File: src/rtl/updn_timer_pkg.sv
// Shared types and register layout for the up/down interval timer.
// Assumes byte offsets on the bus and one register word per offset.
package updn_timer_pkg;

    // Control word fields; packed order places en at bit 3, ie at bit 0
    typedef struct packed {
        logic en;
        logic oneshot;
        logic up;
        logic ie;
    } tmr_cfg_t;

    localparam int CFG_BITS = $bits(tmr_cfg_t);
    localparam int EN_BIT   = 3;

    localparam int unsigned OFS_CFG  = 32'h0;
    localparam int unsigned OFS_VAL  = 32'h4;
    localparam int unsigned OFS_DATA = 32'h8;

endpackage

File: src/rtl/updn_timer_regs.sv
// Register decode for the timer: holds the control word and the
// compare/reload word, raises write strobes for the count engine and
// builds the read data. Assumes single-cycle bus writes.
module updn_timer_regs
    import updn_timer_pkg::*;
#(
    parameter int CNT_W  = 32,
    parameter int ADDR_W = 4
) (
    input  logic              clk,
    input  logic              rst_n,
    input  logic [ADDR_W-1:0] bus_addr,
    input  logic              bus_we,
    input  logic [CNT_W-1:0]  bus_wdata,
    input  logic [CNT_W-1:0]  cnt_i,
    output tmr_cfg_t          cfg_o,
    output logic [CNT_W-1:0]  data_o,
    output logic              val_wr_o,
    output logic              stop_clr_o,
    output logic [CNT_W-1:0]  bus_rdata
);

    logic sel_cfg;
    logic sel_val;
    logic sel_data;

    // Address decode of the three mapped offsets
    always_comb begin
        sel_cfg  = (bus_addr == ADDR_W'(OFS_CFG));
        sel_val  = (bus_addr == ADDR_W'(OFS_VAL));
        sel_data = (bus_addr == ADDR_W'(OFS_DATA));
    end

    // Write strobes handed to the count engine
    always_comb begin
        val_wr_o   = bus_we && sel_val;
        stop_clr_o = bus_we && sel_cfg && !bus_wdata[EN_BIT];
    end

    // Control word register; upper write bits are dropped
    always_ff @(posedge clk) begin
        if (!rst_n)
            cfg_o <= '0;
        else if (bus_we && sel_cfg)
            cfg_o <= tmr_cfg_t'(bus_wdata[CFG_BITS-1:0]);
    end

    // Compare/reload word register
    always_ff @(posedge clk) begin
        if (!rst_n)
            data_o <= '0;
        else if (bus_we && sel_data)
            data_o <= bus_wdata;
    end

    // Read mux; unmapped offsets and unused control bits return zero
    always_comb begin
        bus_rdata = '0;
        if (sel_cfg)
            bus_rdata[CFG_BITS-1:0] = cfg_o;
        else if (sel_val)
            bus_rdata = cnt_i;
        else if (sel_data)
            bus_rdata = data_o;
    end

endmodule

File: src/rtl/updn_timer_core.sv
// Count engine: steps the count, detects the terminal value, reloads
// or stops, and produces the interrupt pulse. A bus write of the count
// overrides the step of the same clock and clears the stop flag.
module updn_timer_core
    import updn_timer_pkg::*;
#(
    parameter int CNT_W = 32
) (
    input  logic             clk,
    input  logic             rst_n,
    input  tmr_cfg_t         cfg_i,
    input  logic [CNT_W-1:0] data_i,
    input  logic             val_wr_i,
    input  logic             stop_clr_i,
    input  logic [CNT_W-1:0] wdata_i,
    output logic [CNT_W-1:0] cnt_o,
    output logic             done_o,
    output logic             irq_o
);

    logic             running;
    logic             at_term;
    logic             term_hit;
    logic [CNT_W-1:0] cnt_nxt;
    logic             done_nxt;

    // Terminal detection on the present count
    always_comb begin
        running  = cfg_i.en && !done_o;
        at_term  = cfg_i.up ? (cnt_o == data_i) : (cnt_o == '0);
        term_hit = running && at_term;
        irq_o    = term_hit && cfg_i.ie;
    end

    // Next count: bus write first, then reload/stop, then step
    always_comb begin
        cnt_nxt = cnt_o;
        if (val_wr_i)
            cnt_nxt = wdata_i;
        else if (term_hit) begin
            if (!cfg_i.oneshot)
                cnt_nxt = cfg_i.up ? '0 : data_i;
        end else if (running)
            cnt_nxt = cfg_i.up ? cnt_o + 1'b1 : cnt_o - 1'b1;
    end

    // Stop flag: set by a one-shot end, cleared by software
    always_comb begin
        done_nxt = done_o;
        if (val_wr_i || stop_clr_i)
            done_nxt = 1'b0;
        else if (term_hit && cfg_i.oneshot)
            done_nxt = 1'b1;
    end

    // State registers
    always_ff @(posedge clk) begin
        if (!rst_n) begin
            cnt_o  <= '0;
            done_o <= 1'b0;
        end else begin
            cnt_o  <= cnt_nxt;
            done_o <= done_nxt;
        end
    end

endmodule

File: src/rtl/updn_timer.sv
// Top of the up/down interval timer: register decode plus count engine.
// Assumes a single-cycle register bus with combinational read data.
module updn_timer
    import updn_timer_pkg::*;
#(
    parameter int CNT_W  = 32,
    parameter int ADDR_W = 4
) (
    input  logic              clk,
    input  logic              rst_n,
    input  logic [ADDR_W-1:0] bus_addr,
    input  logic              bus_we,
    input  logic [CNT_W-1:0]  bus_wdata,
    output logic [CNT_W-1:0]  bus_rdata,
    output logic              irq
);

    tmr_cfg_t         cfg_q;
    logic [CNT_W-1:0] data_q;
    logic [CNT_W-1:0] cnt_q;
    logic             done_q;
    logic             val_wr;
    logic             stop_clr;

    updn_timer_regs #(.CNT_W(CNT_W), .ADDR_W(ADDR_W)) u_regs (
        .clk        (clk),
        .rst_n      (rst_n),
        .bus_addr   (bus_addr),
        .bus_we     (bus_we),
        .bus_wdata  (bus_wdata),
        .cnt_i      (cnt_q),
        .cfg_o      (cfg_q),
        .data_o     (data_q),
        .val_wr_o   (val_wr),
        .stop_clr_o (stop_clr),
        .bus_rdata  (bus_rdata)
    );

    updn_timer_core #(.CNT_W(CNT_W)) u_core (
        .clk        (clk),
        .rst_n      (rst_n),
        .cfg_i      (cfg_q),
        .data_i     (data_q),
        .val_wr_i   (val_wr),
        .stop_clr_i (stop_clr),
        .wdata_i    (bus_wdata),
        .cnt_o      (cnt_q),
        .done_o     (done_q),
        .irq_o      (irq)
    );

endmodule

File: config.mk
export PLATFORM = sky130hd
export DESIGN_NAME = updn_timer
export DESIGN_NICKNAME = d
export VERILOG_FILES = /design/src/rtl/updn_timer_pkg.sv /design/src/rtl/updn_timer_regs.sv /design/src/rtl/updn_timer_core.sv /design/src/rtl/updn_timer.sv
export SDC_FILE = /design/constraint.sdc
export NUM_CORES = 1
export LEC_CHECK = 0
export CAP_MARGIN = 20
export CORE_UTILIZATION = 45
export CTS_BUF_LIST = sky130_fd_sc_hd__clkbuf_16
export CTS_CLUSTER_SIZE = 28
export DETAILED_ROUTE_END_ITERATION = 10
export PLACE_DENSITY = 0.67
export RECOVER_POWER = 50
export SLEW_MARGIN = 20
export SYNTH_ARGS = -nofsm -noshare
export SYNTH_HDL_FRONTEND = slang
export SYNTH_HIERARCHICAL = 1
export SYNTH_SLANG_ARGS = --single-unit
File: constraint.sdc
create_clock -name clk -period 7.6 [get_ports clk]
set_input_delay 1.52 -clock clk [delete_from_list [all_inputs] [get_ports clk]]
set_output_delay 1.52 -clock clk [all_outputs]
set_load 0.005 [all_outputs]
### Word-level counts from Yosys, hierarchy flattened

Index checks and enable logic that the tools add are counted.

* add/sub/neg operators: 2
* equal/unequal tests: 4
* muxes and demuxes: 11
* bitwise operators: 1
* reduce and logical (&&, ||, !) cells: 16

Operators by type and width (count)
* 32-bit two-way mux: 8
* 32-bit by 1-bit adder with 32-bit output (second input constant): 1
* 32-bit equality test: 1
* 32-bit zero test: 1
* 32-bit by 1-bit subtractor with 32-bit output (second input constant): 1
* 28-bit two-way mux: 1
* 1-bit logical AND: 8
* 4-bit by 3-bit equality test with 1-bit output (second input constant): 1
* 4-bit equality test (second input constant): 1
* 4-bit zero test: 1
* 4-bit two-way mux: 1
* 3-bit by 2-bit inequality test with 1-bit output (second input constant): 1
* 3-bit nonzero test: 1
* 1-bit zero test: 2
* 2-bit AND reduction: 1
* 2-bit OR reduction: 1
* 1-bit logical OR: 1
* 1-bit two-way mux: 1
* 1-bit NOT: 1

* register bits: 69
* input port bits: 39
* output and inout bits: 33
* word-level logic and storage cells: 41

### Depth between registers and ports, before layout

Gate-level depths: netlist of run 1.

* depth after elaboration: 5
* mapped depth: 12
* mapped depth without buffers: 10

### Cells and area by module

Netlist of run 1, hierarchy kept.

Modules (own cells, without submodules)
* updn_timer_core: instances 1, cells each 488, area each 3807.4 um^2, sequential area each 660.6 um^2
* updn_timer_regs: instances 1, cells each 213, area each 1900.6 um^2, sequential area each 720.7 um^2

### Least setup slack after synthesis of run 1

No wires, ideal clock.

* kind: input-to-output
* start point: in bus_addr[1]
* end point: out bus_rdata[11]
* arrival: 2.298 ns
* required time: 6.080 ns
* slack: 3.782 ns
* cell stages on the path: 5
* buffers on the path: 2
* cells stage by stage: nor3_2 and2_1 buf_6 buf_8 a22o_1

* longest elaborated chain between the ends: 4
* elaborated cells on any way between the ends: 6
* those cells by class: eq/ne (2); mux (3); reduce/logical (1)

Ends and longest elaborated chain
* start: declaration: RTL line updn_timer.sv:11 `input logic [ADDR_W-1:0] bus_addr,`
* 4-bit equality test: RTL line updn_timer_regs.sv:31 `sel_data = (bus_addr == ADDR_W'(OFS_DATA));`
* 32-bit two-way mux: RTL line updn_timer_regs.sv:63 `else if (sel_data)`
* 32-bit two-way mux: RTL line updn_timer_regs.sv:61 `else if (sel_val)`
* 28-bit two-way mux *: RTL line updn_timer_regs.sv:59 `if (sel_cfg)`
* end: declaration: RTL line updn_timer.sv:14 `output logic [CNT_W-1:0] bus_rdata,`

Mark *: on every way between the ends. The rest lies on a longest branch, timed or not.

### Worst setup path in the final report of run 1

* start point: in bus_addr[1]
* end point: reg u_core.cnt_o[27]

* longest elaborated chain between the ends: 4
* elaborated cells on any way between the ends: 6
* those cells by class: eq/ne (2); mux (1); reduce/logical (3)

Ends and longest elaborated chain
* 4-bit by 3-bit equality test with 1-bit output *: RTL line updn_timer_regs.sv:30 `sel_val = (bus_addr == ADDR_W'(OFS_VAL));`
* 1-bit logical AND *: RTL line updn_timer_regs.sv:36 `val_wr_o = bus_we && sel_val;`
* named net val_wr: RTL line updn_timer.sv:22 `logic val_wr;`
* 3-bit by 2-bit inequality test with 1-bit output (no source line) / 3-bit nonzero test (equally long branches)
* 2-bit AND reduction (no source line)
* end signal: assignment: RTL line updn_timer_core.sv:62 `cnt_o <= cnt_nxt;`
* end: declaration: RTL line updn_timer_core.sv:16 `output logic [CNT_W-1:0] cnt_o,`

Mark *: on every way through the listed nets, which the timed path passes. The rest lies on a longest branch.
A chain may end at the register's enable or synchronous reset.

==> out/summary.md, run 1 <==
Across the routed clock network, the largest skew measured is 0.008683 ns. Summed over all nets, the half-perimeter wirelength after detailed placement is 13.17 mm. The delay of the slowest critical-path stage is 1.09 ns. STA puts the critical path data arrival time at 6.36 ns.

Share of async-settable or async-resettable flops after synthesis: 0. The wire length of the first global-routing pass was 29.12 mm; the combinational cell fraction of total power was 0.328. Post-cts hold buffer count: 0. The number of nets in the synthesized netlist is 771. The number of setup violations in the final report was 0. The run gives 0.345 as the part of the power in the clock network. CTS placed an instance of sky130_fd_sc_hd__clkbuf_16 at the clock tree root. After detailed routing, the average wire length per cell comes to 19.98 um. The primary flip-flop cell chosen by synthesis mapping was sky130_fd_sc_hd__dfxtp_1. The count of buffers from port buffering is 71. The clock input transition at the sequential cells of the worst setup and hold paths came out at 0.06 ns. The cell occurring most often along the worst timing path is sky130_fd_sc_hd__nor3_1. The run gives 427 as the iteration-0 DRC count of the detailed router. Derived from the worst setup path, the maximum achievable clock frequency is 0.1631 GHz. The ratio of routed vias to standard cells was 6.262; the largest vdd supply drop was 110.8 uV. The first detailed-routing pass ran for 5 iterations.

For the finished layout, the period the worst path requires is 6.132 ns. The checks that failed: max-capacitance violations, max-slew violations. The maximum buffer depth of the clock tree was 2; the vertical extent of the die was 114.6 um. The critical path contains buffers and inverters numbering 3 combined. The tool flagged a number of max-cap violations equal to 4. For the post-synthesis cell area, the log shows 5708 um^2.

For the final max-slew violation count, the log shows 157. The count of yosys warnings during synthesis was 6; the net switching power was 0.0003987 W. Prior to clock tree synthesis, the placed netlist has a worst setup slack of 1.880 ns. Transition at the pin with the smallest max-transition slack: 2.165 ns. The total core area is 12210 um^2.

The area share of fa/ha/maj cells after synthesis was 0.06927. The worst setup path is launched from an input pin. The H-tree was split into 3 levels. The flow ran to the end, but the final reports show violations.

The synthesized design contains 69 register bits. Entering global routing, the biggest net connects 51 pins. The run gives 8.498 mm as the sum of routed wire segments on met1.

The routed design uses 1.125 mm of met3 wire. Among all stages on the critical path, the largest delay is contributed by sky130_fd_sc_hd__clkbuf_1. The path class of the tightest hold or removal check is reg2reg. The ratio of cells with drive above 1 in the final layout works out to 0.04144. The logs give 0 for the total count of hold-check failures in the final report and 72 for the number of placed I/O pins. The die is 114.6 um wide. The tools report the element type at the critical path end as a flop. The post-synthesis cell count is 701. The logs give -0.4431 for the worst slew slack as a fraction of its limit and 0.35 ns for the latest clock arrival within the worst-skew pair. The net count of the finished layout was 813. The synthesized area per cell works out to 8.143 um^2. The critical path start-end classification was in2reg. The switching share of power is 0.3349, and the residual antenna-violating net count after detailed routing is 0.

For the total CTS buffers, the log shows 9. Walking the worst path, the cells encountered are dlygate4sd3_1, nor3_1, and3_1, clkbuf_1, inv_1, nand2_1, nor2_1, nand3_1, nor3_1, a221oi_1, or3b_1. For the final routed database, the setup TNS stands at 0 ns.

Post-CTS timing repair inserted 0 buffers for setup. Portion of total power attributed to sequential cells: 0.327. The initial standard-cell utilization of the core is 0.4674. The number of antenna violations at the first check in global routing is 0, and the total power is 0.001191 W. The cell internal power dissipation is 0.0007920 W.

The final core utilization came out at 0.5447. Along the worst path, the maximum fanout reaches 27. The layout overhead on the synthesized area came out at 16.53%.

The area fraction in and, or, nand and nor cells after synthesis was 0.1846; the critical path data required time was 7.83 ns. The complex-gate fraction of the synthesized area is 0.2953, and the clock sink count is 69. The run gives 0 as the count of antenna diodes in the layout. The xor/xnor cell area share of the yosys netlist was 0.07979; the share of the clock period used by the worst path after layout was 0.8068.

The number of global-route vias before repair came out at 5430. The number of resized instances in the post-cts repair step is 0, and the routed wire length is 18.30 mm. The logs give 13140 um^2 for the die area and 0 for the detailed-route DRC error count.

Setup repair after global routing left no endpoint under its margin. For this run the aggregate overflow at the end of global routing stands at 0. For the fraction of the yosys area taken by sequential cells, the log shows 0.2420. The logs give 0.2879 for the global routing usage summed across all routing layers and 5736 for the total number of vias. Setup slack closes at 1.468 ns. The floorplan has 40 rows. The highest routed metal layer is met4. The static leakage is 2.493 nW, and the number of flops mapped to enable cells by yosys is 0. TritonCTS built the clock tree. The global placer's final weighted congestion was 0.9246. Yosys mapped the design onto 73 distinct sky130hd cell types. The kind of cell with the highest combined delay along the critical path is buffers and inverters. The dominant combinational cell family by area after synthesis was compound AO/OA/AOI/OAI gates.

The power per cell area is 179.0 nW/um^2. After detailed routing, the met2 layer carries 8.338 mm of wire. The share of cell area taken by muxes after synthesis works out to 0.06839.
## state kept, by name (all words and copies together) (netlist names)
name / flops
u_core/done_o: 1
u_regs/data_o: 32
u_regs/cfg_o: 4
u_core/cnt_o: 32
## logic make-up after synthesis
logic type / count (synthesis)
AOI/OAI and AO/OA: 230
xor gates and xnor gates: 52
adders and majority gates: 31
buffers and inverters: 60
DFF: 69
muxes: 39
and+or+nand+nor: 220
## final cells by class
cell class                 count  area, um^2
fill                        1187        5560
multi-input combinational    572        3979
sequential                    69        1381
timing repair buffer          78       749.5
clock buffer                   9       225.2
tap                          168       210.2
clock inverter                 7       57.56
inverter                      13       48.80
## metrics by stage
step           hold WS [ns]  cells  cell area (um^2)
4_1_cts              0.5045    916              6663
3_3_place_gp         0.4561    900              6380
3_5_place_dp         0.4798    900              6380
6_report             0.5053    916              6651
2_1_floorplan        0.4435    701              5708
5_1_grt              0.5320    916              6651
## path summary, 6_finish.rpt
path              slack [ns]               end  cells past startpoint            start
hold / removal          0.51   u_regs/cfg_o[0]                      2  u_regs/cfg_o[0]
setup reg to reg        3.91  u_core/cnt_o[31]                     11  u_regs/cfg_o[1]
hold reg to reg         0.51   u_regs/cfg_o[0]                      2  u_regs/cfg_o[0]
setup / recovery        1.47  u_core/cnt_o[27]                     11      bus_addr[1]
## worst reg2reg max path, cell delays in order, from the launching register on
cell and delay [ns]:
sky130_fd_sc_hd__dfxtp_1 0.38, sky130_fd_sc_hd__inv_1 0.10, sky130_fd_sc_hd__buf_4 0.43, sky130_fd_sc_hd__ha_1 0.34, sky130_fd_sc_hd__a211oi_1 0.41, sky130_fd_sc_hd__o211ai_1 0.22
sky130_fd_sc_hd__a41oi_2 0.35, sky130_fd_sc_hd__o211ai_1 0.29, sky130_fd_sc_hd__a31oi_1 0.44, sky130_fd_sc_hd__mux2i_1 0.36, sky130_fd_sc_hd__a21oi_1 0.10, sky130_fd_sc_hd__nand3b_1 0.16
## cell usage after synthesis, drive strengths merged, types with 3 or more instances
cell type,number,area [um^2]
a2111oi,4,53.81
a211oi,8,65.06
a21boi,8,60.05
a21o,11,82.58
a21oi,44,224.0
a222oi,8,80.08
a22o,34,297.8
a22oi,3,22.52
a311o,5,50.05
a31oi,4,25.02
a32o,5,50.05
and2,7,43.79
and3,9,56.30
buf,25,215.2
clkbuf,22,82.58
dfxtp,69,1381
ha,30,375.4
inv,13,48.80
mux2i,39,390.4
nand2,103,386.6
nand2b,6,37.54
nand3,12,60.06
nand4,13,81.33
nor2,33,123.9
nor2b,3,18.77
nor3,10,55.05
nor4,14,93.84
o211ai,13,97.59
o21a,4,30.03
o21ai,44,220.2
o21bai,8,63.81
o31ai,7,57.55
xnor2,35,306.5
xor2,17,148.9
## cells in the final DEF (no fill, tap or decap), drive strengths merged, types with 3 or more instances in the layout
cell	count
clkinv	4
a22oi	3
a21o	11
and3	9
a22o	34
nand4	13
nand3	12
dfxtp	69
clkbuf	12
a31oi	4
o211ai	13
a311o	5
xnor2	35
xor2	17
o21a	4
a2111oi	4
a32o	5
nor3	10
a211oi	8
o21ai	44
clkdlybuf4s50	69
o31ai	7
a21boi	8
ha	30
o21bai	8
buf	5
a21oi	44
inv	14
nor2	33
nand2b	6
nand2	103
nor4	14
a222oi	8
mux2i	39
and2	7
nor2b	3
## per-layer routing
layer,track usage,vias up
li1,-,2714
met1,0.3913,2776
met2,0.4675,219
met3,0.03653,27
met4,0.1022,0
met5,0,-
## power by group through the flow
stage,Combinational (W),Sequential [W],Clock [W]
2_1_floorplan,0.000289,0.000389,0
3_3_place_gp,0.000378,0.000396,0
3_5_place_dp,0.000381,0.000396,0
4_1_cts,0.000384,0.000389,0.000415
5_1_grt,0.000429,0.000390,0.000433
6_report,0.000391,0.000389,0.000411
Power figures use the tool's default switching activity.
==> run 2, diff against run 1 <==
==> constraint.sdc (replaced) <==
create_clock -name clk -period 6.1 [get_ports clk]
set_input_delay 1.22 -clock clk [delete_from_list [all_inputs] [get_ports clk]]
set_output_delay 1.22 -clock clk [all_outputs]
set_load 0.005 [all_outputs]
==> run 2 against run 1 <==
Effect of this change:
- the flow still finishes with violations (max-capacitance violations, max-slew violations)
- worst setup slack got worse by 0.12 ns
- die area is the same
- clock-buffer cell count unchanged
- critical path depth fell by 5
- via count decreased by 0.17%
- final cell count increased by 0.11%
- register-to-register slack worse by 1.6 ns
- sequential share of layout area is 0.14 points lower
- clock power up 38%
- critical endpoint is now bus_rdata[14]
==> out/summary.md, run 2 (synthesis gave the netlist of run 1 again) <==
Element type at the critical path end: an output pin (was a flop). For the total number of H-tree levels, the log shows 3 (unchanged). Setup repair after global routing left no endpoint under its margin. The slowest cell on the critical path was sky130_fd_sc_hd__dlygate4sd3_1 (was sky130_fd_sc_hd__clkbuf_1). Final worst setup slack: 1.349 ns (was 1.468 ns). The logs give 0 ns (unchanged) for the sum of negative setup slack and 0 (unchanged) for the number of resized instances in the post-cts repair step.

The net count of the finished layout was 814 (was 813). Worst endpoint data arrival time: 3.53 ns (was 6.36 ns). The global routing usage summed across all routing layers is 0.2899 (was 0.2879), and the minimum period implied by the final worst setup slack is 4.751 ns. The largest fanout on the critical path came out at 28 (was 27). Largest registers: u_core/cnt_o: 32 flops, u_regs/data_o: 32 flops, u_regs/cfg_o: 4 flops (unchanged).

The vertical extent of the die was 114.6 um (unchanged). The share of the clock period used by the worst path after layout was 0.7788; the post-placement setup slack was 1.482 ns (was 1.880 ns). The tools report the number of antenna violations at the first check in global routing as 0 (unchanged). The run gives 13.22 mm (was 13.17 mm) as the half-perimeter wire length after placement. For the largest vdd supply drop, the log shows 126.2 uV (was 110.8 uV). The total CTS buffers is 9 (unchanged). Number of placed I/O pins: 72 (unchanged). Delay of the slowest critical-path stage: 0.62 ns (was 1.09 ns). The initial standard-cell utilization of the core came out at 0.4674 (unchanged). The average routed wire per standard cell was 20.10 um (was 19.98 um); the global placer's final weighted congestion was 0.9229 (was 0.9246). Path type of the worst min-delay path: reg2reg (unchanged). Ratio of routed vias to standard cells: 6.244 (was 6.262).

The critical path data required time is 4.88 ns (was 7.83 ns), and the portion of total power attributed to sequential cells is 0.314 (was 0.327). The iteration-0 DRC count of the detailed router is 634 (was 427), and the largest net degree at the start of global routing is 76 (was 51). Critical path start-end classification: in2out (was in2reg). The combinational cell fraction of total power was 0.317 (was 0.328). For the clock sink count, the log shows 69 (unchanged).

The count of buffers from port buffering was 71 (unchanged). The tools report the maximum buffer depth of the clock tree as 2 (unchanged). The transition at the pin with the smallest max-transition slack came out at 2.087 ns (was 2.165 ns).

The die extent in x was 114.6 um (unchanged); the number of cells after detailed placement was 901 (was 900). The detailed-route DRC error count was 0 (unchanged); the switching share of power was 0.3306 (was 0.3349). The power per cell area works out to 230.2 nW/um^2 (was 179.0 nW/um^2). The wire length of the first global-routing pass was 29.15 mm (was 29.12 mm); the latest clock arrival within the worst-skew pair was 0.35 ns (about the same). The logs give 0 (unchanged) for the total count of hold-check failures in the final report and 0.009158 ns (was 0.008683 ns) for the clock skew. The part of the power in the clock network came out at 0.369 (was 0.345).

For the first-pass iteration count of the detailed router, the log shows 7 (was 5). Commonest cells after routing, fill and taps aside: sky130_fd_sc_hd__nand2_1 (103), sky130_fd_sc_hd__clkdlybuf4s50_1 (69), sky130_fd_sc_hd__dfxtp_1 (69) (unchanged). The total core area was 12210 um^2 (unchanged); the total number of vias was 5726 (was 5736). The post-CTS setup buffer count came out at 0 (unchanged).

The count of antenna diodes in the layout came out at 0 (unchanged). Cell-by-cell trace of the critical path: dlygate4sd3_1, nor3_1, and2_1, buf_4, a22o_1, clkdlybuf4s50_1 (was dlygate4sd3_1, nor3_1, and3_1, clkbuf_1, inv_1, nand2_1, nor2_1, nand3_1, nor3_1, a221oi_1, or3b_1). TritonCTS built the clock tree. Routed wire length: 18.43 mm (was 18.30 mm). The number of global-route vias before repair was 5452 (was 5430). For the final instance count without filler cells, the log shows 917 (was 916). Violations in the final reports: max-capacitance violations, max-slew violations (unchanged). The post-cts hold buffer count came out at 0 (unchanged). The flow ran to the end, but the final reports show violations. For the final max-slew violation count, the log shows 33 (was 157). The number of max-cap violations is 1 (was 4).

For the number of setup violations in the final report, the log shows 0 (unchanged). Timing would allow up to 0.2105 GHz. The cell internal power dissipation came out at 0.001032 W (was 0.0007920 W). The root buffer cell was sky130_fd_sc_hd__clkbuf_16 (unchanged). For the die area, the log shows 13140 um^2 (unchanged).

The tools report the element type at the critical path start as an input pin (unchanged). The clock input transition at the sequential cells of the worst setup and hold paths was 0.06 ns (about the same). The ratio of cells with drive above 1 in the final layout is 0.04673 (was 0.04144), and the layout overhead on the synthesized area is 17.34% (was 16.53%). The leading cell type in the layout, fill and taps excluded is sky130_fd_sc_hd__nand2_1 (unchanged). Static leakage: 2.520 nW (was 2.493 nW). For the residual antenna-violating net count after detailed routing, the log shows 0 (unchanged).

The worst slew slack as a fraction of its limit is -0.3915 (was -0.4431). The remaining global-route overflow came out at 0 (unchanged). The net switching power is 0.0005098 W (was 0.0003987 W). The run gives 40 (unchanged) as the number of core rows.
==> run 2: final timing paths <==
check                        from          endpoint  slack (ns)  depth (start not counted)
setup reg to reg  u_regs/cfg_o[1]  u_core/cnt_o[27]        2.29                         11
hold / removal    u_regs/cfg_o[0]   u_regs/cfg_o[0]        0.48                          2
setup / recovery      bus_addr[1]     bus_rdata[14]        1.35                          6
hold reg to reg   u_regs/cfg_o[0]   u_regs/cfg_o[0]        0.48                          2
==> run 2: routing by layer <==
metal / up-vias / part of all wire / track usage
li1: 2719 / - / -
met1: 2737 / 0.46 / 0.3950
met2: 240 / 0.45 / 0.4634
met3: 30 / 0.060 / 0.03441
met4: 0 / 0.024 / 0.1203
met5: - / 0 / 0
==> run 2: power by group through the flow <==
stage | clock, W | sequential, W | combinational [W]
after CTS | 0.000575 | 0.000483 | 0.000483
after global placement | 0 | 0.000493 | 0.000473
after detailed placement | 0 | 0.000493 | 0.000479
after global routing | 0.000592 | 0.000485 | 0.000538
after floorplan | 0 | 0.000485 | 0.000361
final | 0.000569 | 0.000484 | 0.000490
==> run 2: cell type report <==
class	instances	area (um^2)
fillers	1215	5514
multi-input cells	572	3975
flip-flops and latches	69	1381
repair buffers	79	765.7
clock buffers	9	225.2
well taps	168	210.2
clock inverters	7	91.34
inverters	13	48.80
==> run 2: critical path: cells and delay by family <==
| kind | cells | cell delay, ns |
|---|---|---|
| AOI/OAI and AO/OA | 1 | 0.21 |
| buffers and inverters | 3 | 1.46 |
| and+or+nand+nor | 2 | 0.63 |
==> run 2: stage by stage <==
| step | utilization | total power, W | hold slack, ns | area, um^2 |
|---|---|---|---|---|
| after floorplan | - | 0.0008458 | 0.4435 | 5708 |
| after global placement | 0.5231 | 0.0009667 | 0.4561 | 6387 |
| after detailed placement | 0.5231 | 0.0009724 | 0.4756 | 6387 |
| after CTS | 0.5490 | 0.001541 | 0.4847 | 6704 |
| after global routing | 0.5485 | 0.001614 | 0.5059 | 6698 |
| final | 0.5485 | 0.001542 | 0.4823 | 6698 |
==> run 3, diff against run 2 <==
==> constraint.sdc (replaced) <==
create_clock -name clk -period 4.55 [get_ports clk]
set_input_delay 0.91 -clock clk [delete_from_list [all_inputs] [get_ports clk]]
set_output_delay 0.91 -clock clk [all_outputs]
set_load 0.005 [all_outputs]
==> run 3 against run 2 <==
Effect of this change:
- worst hold slack lost 0.0067 ns
- global-route usage shrank 0.61 points
- combinational power rose by 32%
- power grew 29%
- the run still ends with max-capacitance violations, max-slew violations left
- clock power is 21% higher
- worst setup slack got worse by 0.77 ns
- via count shrank 0.26%
==> out/summary.md, run 3 (synthesis gave the netlist of run 1 again) <==
The tools report the element type at the critical path end as an output pin (unchanged). The run gives 0 (unchanged) as the post-CTS setup buffer count. The critical path data required time was 3.64 ns (was 4.88 ns); the post-cts hold buffer count was 0 (unchanged).

The run gives 0 (unchanged) as the number of setup violations in the final report. For the sequential cell area, the log shows 1381 um^2 (unchanged). For the clock skew, the log shows 0.005272 ns (was 0.009158 ns).

Number of placed I/O pins: 72 (unchanged). The run gives 40 (unchanged) as the number of core rows. Largest registers: u_core/cnt_o: 32 flops, u_regs/data_o: 32 flops, u_regs/cfg_o: 4 flops (unchanged).

The critical path start-end classification was in2out (unchanged). The layout overhead on the synthesized area came out at 17.08% (was 17.34%). The first-pass iteration count of the detailed router came out at 5 (was 7). The ratio of cells with drive above 1 in the final layout is 0.04781 (was 0.04673).

The minimum setup slack among reg-to-reg paths was 0.81 ns (was 2.29 ns). The iteration-0 DRC count of the detailed router is 508 (was 634), and the minimum period implied by the final worst setup slack is 3.973 ns. Detailed-route DRC error count: 0 (unchanged).

For the total core area, the log shows 12210 um^2 (unchanged). The count of buffers from port buffering is 71 (unchanged). The highest routed metal layer was met4 (unchanged).

The maximum buffer depth of the clock tree was 2 (unchanged). The sum of negative setup slack was 0 ns (unchanged); the achievable clock frequency was 0.2517 GHz. The tools report the number of max-cap violations as 1 (unchanged).

The final core utilization was 0.5472 (was 0.5485); the number of cells after detailed placement was 905 (was 901). The tools report the worst slew slack as a fraction of its limit as -0.3684 (was -0.3915). The tools report the final max-slew violation count as 33 (unchanged). The die extent in x was 114.6 um (unchanged).

The worst endpoint data arrival time was 3.06 ns (was 3.53 ns); the total CTS buffers was 9 (unchanged). For the largest net degree at the start of global routing, the log shows 77 (was 76). The logs give 0 (unchanged) for the total count of hold-check failures in the final report and 5711 (was 5726) for the total number of vias. The final instance count without filler cells is 921 (was 917). The wire length of the first global-routing pass is 28.76 mm (was 29.15 mm). Multi-input logic area: 3968 um^2 (was 3975 um^2). Setup repair after global routing left no endpoint under its margin.

For the latest clock arrival within the worst-skew pair, the log shows 0.35 ns (about the same). The clock sink count is 69 (unchanged). Startpoint of the worst register-to-register path: u_regs/cfg_o[1] (unchanged). Launching element of the worst setup path: bus_addr[1] (unchanged). The total number of H-tree levels came out at 3 (unchanged). Element type at the critical path start: an input pin (unchanged).

Global placer's final weighted congestion: 0.9126 (was 0.9229). The tools report the net count of the finished layout as 818 (was 814). The logic depth of the worst register-to-register path is 10 (was 11). The share of the clock period used by the worst path after layout works out to 0.8732. The tools report the number of global-route vias before repair as 5384 (was 5452).

The number of resized instances in the post-cts repair step was 0 (unchanged). Violations in the final reports: max-capacitance violations, max-slew violations (unchanged). The static leakage was 2.532 nW (was 2.520 nW). The run gives 0 (unchanged) as the residual antenna-violating net count after detailed routing. Power per cell area: 296.9 nW/um^2 (was 230.2 nW/um^2).

Die area: 13140 um^2 (unchanged). The tools report the root buffer cell as sky130_fd_sc_hd__clkbuf_16 (unchanged). The count of antenna diodes in the layout is 0 (unchanged).

The run gives 0.4674 (unchanged) as the initial standard-cell utilization of the core. The run finished, with violations left. Commonest cells after routing, fill and taps aside: sky130_fd_sc_hd__nand2_1 (103), sky130_fd_sc_hd__clkdlybuf4s50_1 (69), sky130_fd_sc_hd__dfxtp_1 (69) (unchanged). The average routed wire per standard cell is 19.62 um (was 20.10 um). The sum of routed wire segments on met1 is 8.299 mm (was 8.540 mm), and the ratio of routed vias to standard cells is 6.201 (was 6.244).

The number of fill cells came out at 1201 (was 1215). The largest vdd supply drop is 159.0 uV (was 126.2 uV), and the global routing usage summed across all routing layers is 0.2839 (was 0.2899). For the remaining global-route overflow, the log shows 0 (unchanged).

The total length of routed met3 wires was 1.324 mm (was 1.111 mm). TritonCTS built the clock tree. The total met2 wirelength after detailed routing was 8.097 mm (was 8.335 mm). The path type of the worst min-delay path was reg2reg (unchanged).

For the number of antenna violations at the first check in global routing, the log shows 0 (unchanged). The destination of the critical timing path is bus_rdata[1] (was bus_rdata[14]). Vertical extent of the die: 114.6 um (unchanged). The leading cell type in the layout, fill and taps excluded is sky130_fd_sc_hd__nand2_1 (unchanged). The transition at the pin with the smallest max-transition slack is 2.053 ns (was 2.087 ns), and the half-perimeter wire length after placement is 13.20 mm (was 13.22 mm).

The tools report the capturing point of the worst reg2reg path as u_core/cnt_o[31] (was u_core/cnt_o[27]). The largest fanout on the critical path works out to 32 (was 28). The run gives 18.07 mm (was 18.43 mm) as the routed wire length.

Clock input transition at the sequential cells of the worst setup and hold paths: 0.06 ns (about the same).
==> run 3: final cells by class <==
class	instances	share of cell area
clock inverters	7	0.008613
well taps	168	0.03145
multi-input cells	572	0.5937
clock buffers	9	0.03370
repair buffers	83	0.1185
flip-flops and latches	69	0.2067
inverters	13	0.007302
==> run 3: worst min path at each step <==
stage / start / slack (ns) / cells after the start / endpoint
after global routing: u_regs/cfg_o[0] / 0.50 / 2 / u_regs/cfg_o[0]
after floorplan: u_regs/cfg_o[0] / 0.44 / 2 / u_regs/cfg_o[0]
after CTS: u_regs/cfg_o[0] / 0.48 / 2 / u_regs/cfg_o[0]
after detailed placement: u_regs/cfg_o[0] / 0.47 / 2 / u_regs/cfg_o[0]
final: u_regs/cfg_o[0] / 0.48 / 2 / u_regs/cfg_o[0]
after global placement: u_regs/cfg_o[0] / 0.46 / 2 / u_regs/cfg_o[0]
==> run 3: layer usage <==
metal,global-route usage,up-vias
li1,-,2730
met1,0.3920,2706
met2,0.4448,246
met3,0.03706,29
met4,0.1169,0
met5,0,-
==> run 3: worst max-delay path, stage by stage <==
cell	delay, ns
sky130_fd_sc_hd__dlygate4sd3_1	0.63
sky130_fd_sc_hd__nor4b_4	0.31
sky130_fd_sc_hd__buf_4	0.41
sky130_fd_sc_hd__nand2_1	0.11
sky130_fd_sc_hd__a21oi_1	0.16
sky130_fd_sc_hd__clkdlybuf4s50_1	0.52
==> run 3: power by group <==
part	switching, W	total [W]	internal, W
logic	0.000363	0.000646	0.000283
registers	0.0000274	0.000648	0.000621
clock network	0.000274	0.000690	0.000416
total	0.000664	0.00198	0.00132
==> run 3: per-stage QoR <==
| step | power, W | worst slack (ns) | hold WS, ns | area, um^2 |
|---|---|---|---|---|
| floorplan | 0.001134 | 0.8844 | 0.4435 | 5708 |
| global placement | 0.001294 | 0.7829 | 0.4588 | 6417 |
| detailed placement | 0.001296 | 0.7060 | 0.4708 | 6417 |
| CTS | 0.001987 | 0.6930 | 0.4792 | 6700 |
| global route | 0.002088 | 0.4931 | 0.5041 | 6683 |
| finish | 0.001984 | 0.5771 | 0.4755 | 6683 |
